$ cat config.mk
export PLATFORM = sky130hd
export DESIGN_NAME = wprot_unit
export DESIGN_NICKNAME = d
export VERILOG_FILES = /design/src/rtl/wprot_unit.sv
export SDC_FILE = /design/constraint.sdc
export NUM_CORES = 1
export LEC_CHECK = 0
export ABC_AREA = 1
export BUFFER_PORTS_ARGS = -buffer_cell sky130_fd_sc_hd__buf_2
export CORE_AREA = 3 3 40 42
export DETAILED_ROUTE_END_ITERATION = 8
export DIE_AREA = 0 0 43 45
export SYNTH_ARGS = -nofsm -noshare
export SYNTH_HDL_FRONTEND = slang
export SYNTH_SLANG_ARGS = --single-unit
export TNS_END_PERCENT = 100
$ cat constraint.sdc
create_clock -name clk -period 2.6 [get_ports clk]
set_input_delay 0.26 -clock clk [delete_from_list [all_inputs] [get_ports clk]]
set_output_delay 0.26 -clock clk [all_outputs]
set_load 0.02 [all_outputs]
$ cat src/rtl/wprot_unit.sv
module wprot_unit #(
  parameter int ADDR_W = 17
) (
  input  logic              clk,
  input  logic              rst_n,
  input  logic              wren_i,
  input  logic              wrdi_i,
  input  logic              sr_wr_i,
  input  logic [7:0]        sr_data_i,
  input  logic              special_i,
  input  logic              mem_req_i,
  input  logic [ADDR_W-1:0] mem_addr_i,
  input  logic              mem_end_i,
  input  logic              busy_i,
  input  logic              wp_n_i,
  output logic              mem_grant_o,
  output logic              sr_grant_o,
  output logic [7:0]        status_o
);

  logic       wen_q;
  logic       wpen_q;
  logic [1:0] bp_q;
  logic       in_prot;
  logic       sr_locked;
  logic       wen_clr;

  always_comb begin
    case (bp_q)
      2'b00:   in_prot = 1'b0;
      2'b01:   in_prot = &mem_addr_i[ADDR_W-1:ADDR_W-2];
      2'b10:   in_prot = mem_addr_i[ADDR_W-1];
      default: in_prot = 1'b1;
    endcase
  end

  assign sr_locked   = wpen_q & ~wp_n_i;
  assign mem_grant_o = mem_req_i & wen_q & ~busy_i & ~in_prot;
  assign sr_grant_o  = sr_wr_i & wen_q & ~busy_i & ~sr_locked;
  assign wen_clr     = mem_end_i | sr_wr_i | special_i | wrdi_i;
  assign status_o    = {wpen_q, 3'b000, bp_q, wen_q, busy_i};

  always_ff @(posedge clk or negedge rst_n) begin
    if (!rst_n) begin
      wen_q <= 1'b0;
    end else if (wen_clr) begin
      wen_q <= 1'b0;
    end else if (wren_i) begin
      wen_q <= 1'b1;
    end
  end

  always_ff @(posedge clk or negedge rst_n) begin
    if (!rst_n) begin
      wpen_q <= 1'b0;
      bp_q   <= 2'b00;
    end else if (sr_grant_o) begin
      wpen_q <= sr_data_i[7];
      bp_q   <= sr_data_i[3:2];
    end
  end

  p_cmd_onehot: assert property (@(posedge clk) disable iff (!rst_n)
    $onehot0({wren_i, wrdi_i, sr_wr_i, special_i, mem_end_i}));

  p_wren_sets_r1: assert property (@(posedge clk) disable iff (!rst_n)
    wren_i |=> status_o[1]);

  p_wrdi_clears_r1: assert property (@(posedge clk) disable iff (!rst_n)
    wrdi_i |=> !status_o[1]);

  p_auto_clear_r2: assert property (@(posedge clk) disable iff (!rst_n)
    (mem_end_i || sr_wr_i || special_i) |=> !status_o[1]);

  p_grant_needs_wen_r3: assert property (@(posedge clk) disable iff (!rst_n)
    mem_grant_o |-> status_o[1]);

  p_full_protect_r4: assert property (@(posedge clk) disable iff (!rst_n)
    (status_o[3:2] == 2'b11) |-> !mem_grant_o);

  p_burst_keeps_wen_r5: assert property (@(posedge clk) disable iff (!rst_n)
    (mem_req_i && status_o[1]) |=> status_o[1]);

  p_sr_update_r6: assert property (@(posedge clk) disable iff (!rst_n)
    sr_grant_o |=> (status_o[7] == $past(sr_data_i[7])) && (status_o[3:2] == $past(sr_data_i[3:2])));

  p_sr_locked_r7: assert property (@(posedge clk) disable iff (!rst_n)
    (sr_wr_i && !sr_grant_o) |=> $stable(status_o[7:2]));

  p_busy_blocks_r9: assert property (@(posedge clk) disable iff (!rst_n)
    busy_i |-> (!mem_grant_o && !sr_grant_o));

endmodule

* Yosys cells after proc, flatten, opt, wreduce, memory -nomap -nowiden *
Index checks and enable logic that the tools add are counted.

word-level totals
  memory bits (read-only) = 0
  logic and storage cells = 25
  memory bits (writable) = 0
  bits in registers = 4
  memories = 0
  latch bits = 0
  bits of input ports = 35
  output and inout bits = 10

operators by class
  mux-type cells = 3
  multipliers = 0
  add/subtract/negate cells = 0
  bitwise gates (word level) = 14
  shift operators = 0
  eq/ne operators = 2
  reduce and logical (&&, ||, !) cells = 3
  magnitude comparators = 0
  divide/modulo/power cells = 0

operators with widths
  cell                                                                    count
  1-bit bitwise AND                                                       7
  1-bit NOT                                                               4
  1-bit OR                                                                3
  1-bit one-hot mux with 3 select lines                                   1
  2-bit by 1-bit equality test with 1-bit output (second input constant)  1
  2-bit equality test (second input constant)                             1
  2-bit logical NOT                                                       1
  1-bit two-way mux                                                       2
  2-bit AND reduction                                                     1
  2-bit nonzero test                                                      1

* Longest topological paths before layout *
  depth in word-level cells = 4
  depth in mapped cells = 5

* Worst setup path before layout *
Ideal clock, no wire load.

  path kind = reg2out
  start point = register bp_q[1]
  end point = output port mem_grant_o
  slack = 1401 ps
  cell stages (with the launch flop) = 4
  data required time = 2340 ps
  arrival time = 939 ps
  cells stage by stage = dfrtp_1 -> inv_1 -> nand2_1 -> a21oi_1

on the way
  cells in the longest elaborated chain, start to end = 4

ends and longest elaborated chain
  element                                      RTL line  source
  start, declared                              23        logic [1:0] bp_q;
  start signal, assigned                       59        bp_q <= sr_data_i[3:2];
  2-bit equality test (tied with other cells)  29        case (bp_q)
  1-bit one-hot mux with 3 select lines (*)    29
  1-bit NOT (*)                                38        assign mem_grant_o = mem_req_i & wen_q & ~busy_i & ~in_prot;
  1-bit bitwise AND (*)                        38
  end, declared                                16        output logic mem_grant_o,

Mark *: on every way between the ends. The rest lies on a longest branch, timed or not.

* Worst setup path in the final report *
  start point = register wen_q
  end point = output port sr_grant_o

on the way
  cells in the longest elaborated chain, start to end = 3

ends and longest elaborated chain
  element                         RTL line  source
  start, declared                 21        logic wen_q;
  start signal, assigned          45        wen_q <= 1'b0;
  start signal, assigned          47        wen_q <= 1'b0;
  start signal, assigned          49        wen_q <= 1'b1;
  1-bit bitwise AND (3 in a row)  39        assign sr_grant_o = sr_wr_i & wen_q & ~busy_i & ~sr_locked;
  end, declared                   17        output logic sr_grant_o,

No other way between the ends.

==> flow_metrics.tcl <==
set metrics [dict create \
    nets 95 \
    seq_area_sq_um 100 \
    ys_warn_count 0 \
    synth_top_cell_area_share_pct 36.5 \
    area_growth_pct 43.4 \
    syn_area_sq_um 274 \
    cts_sinks 4 \
    critPathCaptureType "output pin" \
    io_pins 45 \
    first_pass_iters 1 \
    ctsResizeCount 0 \
    status "complete, no violations" \
    finalWirelength_um 628 \
    grt_first_pass_wirelength_um 1060 \
    core-area_sq_mm 0.00128 \
    n_fill_cell 152 \
    yosys.area.top_type "dfrtp_1" \
    dieArea_sq_mm 0.00194 \
    cts_made_buffers 3 \
    p_leak_uw 0.000257 \
    netlist_instances 37 \
    clock_insertion_delay_worst_skew_ps 230 \
    first_iter_violations 0 \
    cp.required_ps 2340 \
    synth_edf_count 0 \
    first_global_vias 279 \
    die_x_um 43 \
    synth-seq-cells 4 \
    min_period_ps 1380 \
    crit_arrival_ps 1120 \
    path_max_fanout 4 \
    start_util_pct 21.3 \
    ant_nets 0 \
    critPathKind "flip-flop to output pin" \
    synth.distinct_cells 12 \
    cts_buffer_depth 2 \
    row_count 13 \
    multiInputGateArea_sq_um 121 \
    cts_tree "done" \
    vias 278 \
    cts_root_buffer "clkbuf_4" \
    min_period_over_period_pct 53.1 \
    hp-class "input pin to flip-flop" \
    max_freq_ghz 0.725 \
    hold_viol 0 \
    rsz0062_at_grt "no" \
    hold_slack_ps 259 \
    gp_congestion 0.733 \
    synth_common_cells "nand2_1, buf_4, dfrtp_1, inv_1, nand3_1" \
    yosys.area_share.simple_pct 34.7 \
    setup_viol 0 \
    synthTopCellsByArea "dfrtp_1, buf_4, nand2_1, nand3_1, inv_1" \
    die_y_um 45 \
    synth_xor_area_share_pct 0 \
    synth_top_family_by_area "simple AND/OR/NAND/NOR gates" \
    synth_compound_area_share_pct 5.48 \
    synth_flop_cell "dfrtp_1" \
    drc 0 \
    critPathLaunchType "flip-flop" \
    ir_drop_mv 0.222 \
    htreeDepth 1 \
    dp.cells 69 \
    dp_hpwl_um 529 \
    synth_most_common_cell "nand2_1" \
    grt_overflow 0 \
    fin_tns_setup_ps 0 \
    wl_per_cell_um 8.60 \
    drive_above_1_share_pct 46.6 \
    antenna_found_initial 0 \
    power.density_mw_per_mm2 501 \
    io_buffers 21 \
    avgSynthCellArea_sq_um 7.41 \
    async_reset_ff_share_pct 100 \
    maxCapViolCount 0 \
    antenna_cells 0 \
    synth-adder-area-share_pct 0 \
    via_per_inst 3.81 \
    grt_util_all_layers_pct 7.93 \
    maxSlewViolCount 0 \
    clock_skew_ps 0.477 \
    final_cells 73 \
    muxShareOfSynthArea_pct 0 \
    grt_max_degree 5 \
    ys_seq_area_share_pct 36.5 \
    clk_pin_slew_ps 30 \
]
## state kept, by name (all words and copies together) (netlist names)
name    count
bp_q        2
wen_q       1
wpen_q      1
## timing repair
action	in CTS	in global routing
setup endpoints to repair	0	0
buffers inserted	0	0
hold buffers	1	0
hold endpoints to repair	4	0
## layout make-up
class,count,area share [%]
Multi-Input combinational cell,25,30.9
Timing Repair Buffer,22,29.3
Sequential cell,4,25.5
Clock buffer,3,5.73
Tap cell,15,4.78
Inverter,4,3.82
## layer usage
metal,share of wire (%),global-route usage [%],vias up
met3,16,3.59,0
li1,-,-,148
met5,0,0,-
met4,0,9.04,0
met2,43,10.5,18
met1,42,8.74,112
## per-stage QoR
stage / power (uW) / cell area [sq um] / setup slack, ps / util, %
floorplan: 108 / 282 / 1400 / -
global placement: 122 / 360 / 1460 / 28.0
detailed placement: 123 / 360 / 1460 / 28.0
CTS: 204 / 393 / 1200 / 30.6
global route: 216 / 393 / 1130 / 30.6
finish: 197 / 393 / 1220 / 30.6
## worst max-delay path, stage by stage, from the launching register on
cell     delay (ps)
dfrtp_1         380
nand2_2          80
nor2_4          130
nand2_2          90
inv_1            60
buf_2           150
## path summary, 6_finish.rpt
check,from,end,slack (ps),cells after the start
worst max-delay path,wen_q$_DFFE_PN0P_,sr_grant_o,1220,5
worst min-delay path,sr_data_i[2],bp_q[0]$_DFFE_PN0P_,260,3
worst max register to register,wen_q$_DFFE_PN0P_,wpen_q$_DFFE_PN0P_,1700,5
worst min register to register,wpen_q$_DFFE_PN0P_,wpen_q$_DFFE_PN0P_,500,2
max in group asynchronous,rst_n,wen_q$_DFFE_PN0P_,2110,2
min in group asynchronous,rst_n,bp_q[1]$_DFFE_PN0P_,370,2
## logic make-up after synthesis
group                  Yosys count
AND/OR/NAND/NOR                 20
flip-flops                       4
other                            1
AO/OA/AOI/OAI                    2
buffers and inverters           10
## placed cells by master, fill, tap and decap left out, types with 2 or more instances in the layout
cell and instances:
buf_2 21, nand2_2 2, clkbuf_4 3, nor2_1 2, dfrtp_1 4, conb_1 3
nand3_1 3, nand2_1 11, inv_1 4
## power breakdown
group | switching (uW) | total (uW) | internal, uW
logic | 28.7 | 47.7 | 18.9
registers | 5.61 | 74.8 | 69.1
clock network | 23.1 | 74.5 | 51.5
(Power assumes the default switching activity.)
